`config.mk`:
```
export PLATFORM = sky130hd
export DESIGN_NAME = presc_top
export DESIGN_NICKNAME = d
export VERILOG_FILES = /design/src/rtl/presc_pkg.sv /design/src/rtl/presc_byte_stage.sv /design/src/rtl/presc_ratio_shadow.sv /design/src/rtl/presc_div_counter.sv /design/src/rtl/presc_top.sv
export SDC_FILE = /design/constraint.sdc
export NUM_CORES = 1
export LEC_CHECK = 0
export BUFFER_PORTS_ARGS = -buffer_cell sky130_fd_sc_hd__buf_4
export CORE_ASPECT_RATIO = 1.2
export CORE_UTILIZATION = 60
export CTS_CLUSTER_DIAMETER = 200
export DETAILED_ROUTE_END_ITERATION = 8
export HOLD_SLACK_MARGIN = 0.08
export PLACE_DENSITY_LB_ADDON = 0.15
export SYNTH_ARGS = -nofsm -noshare
export SYNTH_HDL_FRONTEND = slang
export SYNTH_SLANG_ARGS = --single-unit
```
`constraint.sdc`:
```
create_clock -name clk_i -period 3.17 [get_ports clk_i]
set_input_delay 0.634 -clock clk_i [delete_from_list [all_inputs] [get_ports clk_i]]
set_output_delay 0.634 -clock clk_i [all_outputs]
set_load 0.1 [all_outputs]
```
`src/rtl/presc_pkg.sv`:
```
package presc_pkg;

  typedef enum logic [1:0] {
    CNT_STEP    = 2'd0,
    CNT_WRAP    = 2'd1,
    CNT_RESTART = 2'd2
  } cnt_op_e;

  function automatic cnt_op_e pick_op(input logic restart, input logic at_top);
    if (restart)     return CNT_RESTART;
    else if (at_top) return CNT_WRAP;
    else             return CNT_STEP;
  endfunction

endpackage

```
`src/rtl/presc_byte_stage.sv`:
```
module presc_byte_stage #(
  parameter int BYTE_W    = 8,
  parameter int NUM_BYTES = 2,
  localparam int CNT_W    = BYTE_W * NUM_BYTES,
  localparam int AW       = (NUM_BYTES > 1) ? $clog2(NUM_BYTES) : 1,
  localparam int STG_W    = BYTE_W * (NUM_BYTES - 1)
) (
  input  logic              clk_i,
  input  logic              rst_ni,
  input  logic              wr_en_i,
  input  logic [AW-1:0]     wr_addr_i,
  input  logic [BYTE_W-1:0] wr_data_i,
  output logic [CNT_W-1:0]  preload_o
);

  logic [STG_W-1:0] stage_q;
  logic [CNT_W-1:0] preload_q;
  logic             commit;

  // upper lanes only stage; the lane-0 write completes the value
  for (genvar g = 1; g < NUM_BYTES; g++) begin : g_lane
    always_ff @(posedge clk_i or negedge rst_ni) begin
      if (!rst_ni) begin
        stage_q[(g-1)*BYTE_W +: BYTE_W] <= '0;
      end else if (wr_en_i && wr_addr_i == AW'(g)) begin
        stage_q[(g-1)*BYTE_W +: BYTE_W] <= wr_data_i;
      end
    end
  end

  assign commit = wr_en_i && (wr_addr_i == '0);

  always_ff @(posedge clk_i or negedge rst_ni) begin
    if (!rst_ni) begin
      preload_q <= '0;
    end else if (commit) begin
      preload_q <= {stage_q, wr_data_i};
    end
  end

  assign preload_o = preload_q;

endmodule

```
`src/rtl/presc_ratio_shadow.sv`:
```
module presc_ratio_shadow #(
  parameter int CNT_W = 16
) (
  input  logic             clk_i,
  input  logic             rst_ni,
  input  logic             load_i,
  input  logic [CNT_W-1:0] preload_i,
  output logic [CNT_W-1:0] active_o
);

  logic [CNT_W-1:0] active_q;

  always_ff @(posedge clk_i or negedge rst_ni) begin
    if (!rst_ni) begin
      active_q <= '0;
    end else if (load_i) begin
      active_q <= preload_i;
    end
  end

  assign active_o = active_q;

endmodule

```
`src/rtl/presc_div_counter.sv`:
```
module presc_div_counter
  import presc_pkg::*;
#(
  parameter int CNT_W = 16
) (
  input  logic             clk_i,
  input  logic             rst_ni,
  input  logic             restart_i,
  input  logic [CNT_W-1:0] limit_i,
  output logic [CNT_W-1:0] cnt_o,
  output logic             tick_o
);

  logic [CNT_W-1:0] cnt_q;
  logic [CNT_W-1:0] cnt_d;
  logic             at_top;
  cnt_op_e          op;

  assign at_top = (cnt_q == limit_i);
  assign op     = pick_op(restart_i, at_top);

  always_comb begin
    unique case (op)
      CNT_RESTART: cnt_d = '0;
      CNT_WRAP:    cnt_d = '0;
      default:     cnt_d = cnt_q + CNT_W'(1);
    endcase
  end

  always_ff @(posedge clk_i or negedge rst_ni) begin
    if (!rst_ni) cnt_q <= '0;
    else         cnt_q <= cnt_d;
  end

  assign cnt_o  = cnt_q;
  assign tick_o = at_top;

endmodule

```
`src/rtl/presc_top.sv`:
```
module presc_top #(
  parameter int BYTE_W    = 8,
  parameter int NUM_BYTES = 2,
  localparam int CNT_W    = BYTE_W * NUM_BYTES,
  localparam int AW       = (NUM_BYTES > 1) ? $clog2(NUM_BYTES) : 1
) (
  input  logic              clk_i,
  input  logic              rst_ni,
  input  logic              wr_en_i,
  input  logic [AW-1:0]     wr_addr_i,
  input  logic [BYTE_W-1:0] wr_data_i,
  input  logic              update_i,
  output logic              tick_o
);

  logic [CNT_W-1:0] pre_ratio;
  logic [CNT_W-1:0] act_ratio;
  logic [CNT_W-1:0] div_cnt;

  presc_byte_stage #(
    .BYTE_W   (BYTE_W),
    .NUM_BYTES(NUM_BYTES)
  ) stage_i (
    .clk_i    (clk_i),
    .rst_ni   (rst_ni),
    .wr_en_i  (wr_en_i),
    .wr_addr_i(wr_addr_i),
    .wr_data_i(wr_data_i),
    .preload_o(pre_ratio)
  );

  presc_ratio_shadow #(
    .CNT_W(CNT_W)
  ) shadow_i (
    .clk_i    (clk_i),
    .rst_ni   (rst_ni),
    .load_i   (update_i),
    .preload_i(pre_ratio),
    .active_o (act_ratio)
  );

  presc_div_counter #(
    .CNT_W(CNT_W)
  ) div_i (
    .clk_i    (clk_i),
    .rst_ni   (rst_ni),
    .restart_i(update_i),
    .limit_i  (act_ratio),
    .cnt_o    (div_cnt),
    .tick_o   (tick_o)
  );

endmodule

```
* Word-level counts from Yosys, hierarchy flattened
Cells that the tools add are included.
** Cells by class
- Add/subtract/negate cells :: 1
- Equality and inequality tests :: 3
- Multiplexer cells :: 3
- Bitwise operators :: 1
- Reduce and logical (&&, ||, !) cells :: 3
** Operators by type and width (number)
- 16-bit by 1-bit adder with 16-bit output, second input constant :: 1
- 16-bit equality test :: 1
- 16-bit two-way mux :: 1
- 2-bit by 1-bit equality test with 1-bit output, second input constant :: 1
- 2-bit equality test, second input constant :: 1
- 1-bit logical AND :: 2
- 2-bit two-way mux :: 1
- 2-bit OR reduction :: 1
- 1-bit two-way mux :: 1
- 1-bit inverter :: 1
** Word-level totals
- Register bits after elaboration :: 56
- Input bits :: 13
- Output and inout bits :: 1
- Word-level logic and storage cells :: 15

* Longest topological paths before layout
- Depth after elaboration :: 6
- Mapped depth :: 6

* Cells and area by module
A second synthesis with hierarchy kept.
** Second synthesis, totals
- Cells, all modules :: 186
- Area, all modules :: 2576.2 um2
** Modules (own cells, without submodules)
- presc_div_counter :: instances 1, cells an instance 100, area an instance 982.2 um2, seq. area each 400.4 um2
- presc_byte_stage :: instances 1, cells an instance 52, area an instance 944.7 um2, seq. area each 600.6 um2
- presc_ratio_shadow :: instances 1, cells an instance 34, area an instance 649.4 um2, seq. area each 400.4 um2

* Worst setup path after synthesis
Ideal clock, no wire load.
- Kind :: register to output
- Start point :: register div_i.cnt_q[10], in the netlist div_i.cnt_o[10]
- End point :: output tick_o
- Arrival :: 3.697 ns
- Data required time :: 2.536 ns
- Path slack :: -1.161 ns
- Cell stages (with the launch flop) :: 5
- Buffers on the path :: 1
- Path through :: dfrtp_1 buf_6 xnor2_2 nand4_2 nor4_1
** On the way
- Word-level cells in the longest chain between the ends :: 1
** Ends and longest elaborated chain
- start, declared :: line presc_div_counter.sv:14 : logic [CNT_W-1:0] cnt_q;
- start signal, assigned :: line presc_div_counter.sv:32 : else cnt_q <= cnt_d;
- 16-bit equality test :: line presc_div_counter.sv:19 : assign at_top = (cnt_q == limit_i);
- end, declared :: line presc_top.sv:13 : output logic tick_o
No other way between the ends.

* Worst setup path in the final report
- Start point :: register div_i.cnt_q[11], in the netlist div_i.cnt_o[11]
- End point :: output tick_o
Same word-level chain as after synthesis.

==> flow_summary.toml <==
[cells_and_area]
fin_cells = 254
post-route-util_pct = 68.7
fillers = 319
nets = 214
drive_gt1_share_pct = 29.5
final_cell_mix = "dfrtp_1, mux2_1, mux2_2, xnor2_1, buf_4"
regArea_um2 = 1400
multi_input_area_um2 = 1080
final_common_cell = "dfrtp_1"
fin_area_um2 = 2750
diodes = 0
area_delta_synth_final_pct = 8.75

[critical_path]
crit_path_start = "div_i.cnt_o[11]$_DFF_PN0_"
cp-start-kind = "register"
cp_max_fo = 5
required_ps = 2540
reg2reg_from = "div_i.cnt_o[11]$_DFF_PN0_"
endpoint_kind = "primary output"
crit_arrival_ps = 1850
critical_path_class = "reg2out"

[clocking]
cts-buffers-inserted = 5
clock-root-buffer = "clkbuf_8"
cts.hold.buffers_added = 0
cts_resized = 0
clock_latency_ps = 300
clkSinkCount = 56
cts_setup_buffers = 0
cts_tree = "yes"
h-tree-depth = 2
clkTransAtPathRegs_ps = 90
clockBufferDepth = 2

[global_route]
antenna_found_initial = 0
grt_usage_pct = 22.9
grt_first_pass_wirelength_um = 7310
grt_max_degree = 57
grt_pass1_vias = 1497
grt_overflow = 0

[routing]
via_count = 1417
via_per_inst = 5.58
wl_um = 4290
postRouteAntennaNets = 0
dr.pass1.iters = 4
post-route-drc-count = 0
post_drt_wl_per_cell_um = 16.9
drt-initial-drc-count = 91

[min_path]
hold_path.class = "in2async"

[logic_synthesis]
synth_edf_count = 0
syn-num-nets = 200
ys_seq_area_share_pct = 55.4
async_flop_share_pct = 100
syn_area_per_cell_um2 = 13.6
ys_top_cells_by_area = "dfrtp_1, mux2_1, mux2_2"
synth_seq_cells = 56
syn_inst = 186
yosysTopAreaCell = "dfrtp_1"
ys.warnings.count = 0
yosys_most_used_dff = "dfrtp_1"
netlist_area_um2 = 2530
synth_cell_types = 31
yosys.area.top_type_share_pct = 55.4

[timing]
max_freq_mhz = 402
slew_headroom_pct = 54.7
fin_crit_ps = 2490
finalHoldViolCount = 0
timing.final.crit_share_pct = 78.5
slew_violations = 0
rsz0062_at_grt = "no"
setup_viol = 0
setup_slack_ps = 682
clock_skew_ps = 7.29
fin_tns_setup_ps = 0
worst_pin_slew_ps = 679
whs_ps = 358

[pwr]
p_leak_nw = 1.15
power_density_nw_per_um2 = 544
peakVddDrop_mv = 0.325
power.total_mw = 1.50

[die]
coreArea_um2 = 4000
die-area_um2 = 4480
rows = 25
initial_core_util_pct = 63.2
dieHeight_um = 73.1
io_pins = 14
dieWidth_um = 61.3

[placement]
gp_congestion = 0.844
dpl_cell_area_um2 = 2670
pre_cts_slack_ps = 996
port-buffer-count = 13
hpwl_um = 3280
dp_cells = 247

[run]
maxCapViolations = 0

[outcome]
outcome = "finished, final reports clean"
==> worst paths after layout <==
| check | end | slack [ps] | cells past startpoint |
|---|---|---|---|
| setup reg to reg | div_i.cnt_o[15]$_DFF_PN0_ | 1090 | 5 |
| max in group asynchronous | div_i.cnt_o[0]$_DFF_PN0_ | 2350 | 1 |
| hold reg to reg | stage_i.preload_o[8]$_DFFE_PN0P_ | 490 | 1 |
| hold / removal | div_i.cnt_o[10]$_DFF_PN0_ | 360 | 1 |
| setup / recovery | tick_o | 680 | 4 |
| min in group clk_i | stage_i.preload_o[8]$_DFFE_PN0P_ | 490 | 1 |
==> layout make-up <==
cell class | instances | share of cell area [%]
clock buffers | 5 | 2.50
clock inverters | 2 | 0.455
inverters | 2 | 0.273
multi-input cells | 120 | 39.3
flip-flops and latches | 56 | 50.9
well taps | 54 | 2.46
repair buffers | 15 | 4.09
==> synth_stat cells, types with 5 or more instances <==
cell,count
nor2_2,10
mux2_2,20
xnor2_1,17
xor2_1,7
nand3_1,6
nand2_1,5
mux2_1,20
nand4_1,6
dfrtp_1,56
==> worst max-delay path, cell delays in order (launching register included) <==
cell and delay [ps]:
dfrtp_1 460, xnor2_1 230, nand4_2 230, nor4_4 310, buf_4 320
==> cell families after synthesis <==
| group | after synthesis | share of synthesized area, % |
|---|---|---|
| flops | 56 | 55.4 |
| fa+ha+maj | 1 | 0.494 |
| simple gates | 45 | 11.0 |
| compound gates | 7 | 2.62 |
| buf+inv | 10 | 2.47 |
| mux | 40 | 17.8 |
| xor+xnor | 27 | 10.2 |
==> registers in the layout, indices dropped and copies added (netlist names) <==
signal,flops
div_i.cnt_o,16
stage_i.preload_o,16
shadow_i.active_o,16
stage_i.stage_q,8
==> per-layer routing <==
layer / vias to the layer above / wire (µm) / track usage, %
li1: 672 / - / -
met1: 710 / 1830 / 29.7
met2: 27 / 2280 / 38.0
met3: 8 / 113 / 3.90
met4: 0 / 77 / 8.59
met5: - / 0 / 0
==> report_power, final <==
group / switching [mW] / total [mW] / leakage [nW] / internal [mW]
sequential: 0.0807 / 0.902 / 0.692 / 0.822
clock: 0.212 / 0.362 / 0.0400 / 0.150
combinational: 0.102 / 0.232 / 0.422 / 0.130
total: 0.395 / 1.50 / 1.15 / 1.10
Power figures use the tool's default switching activity.
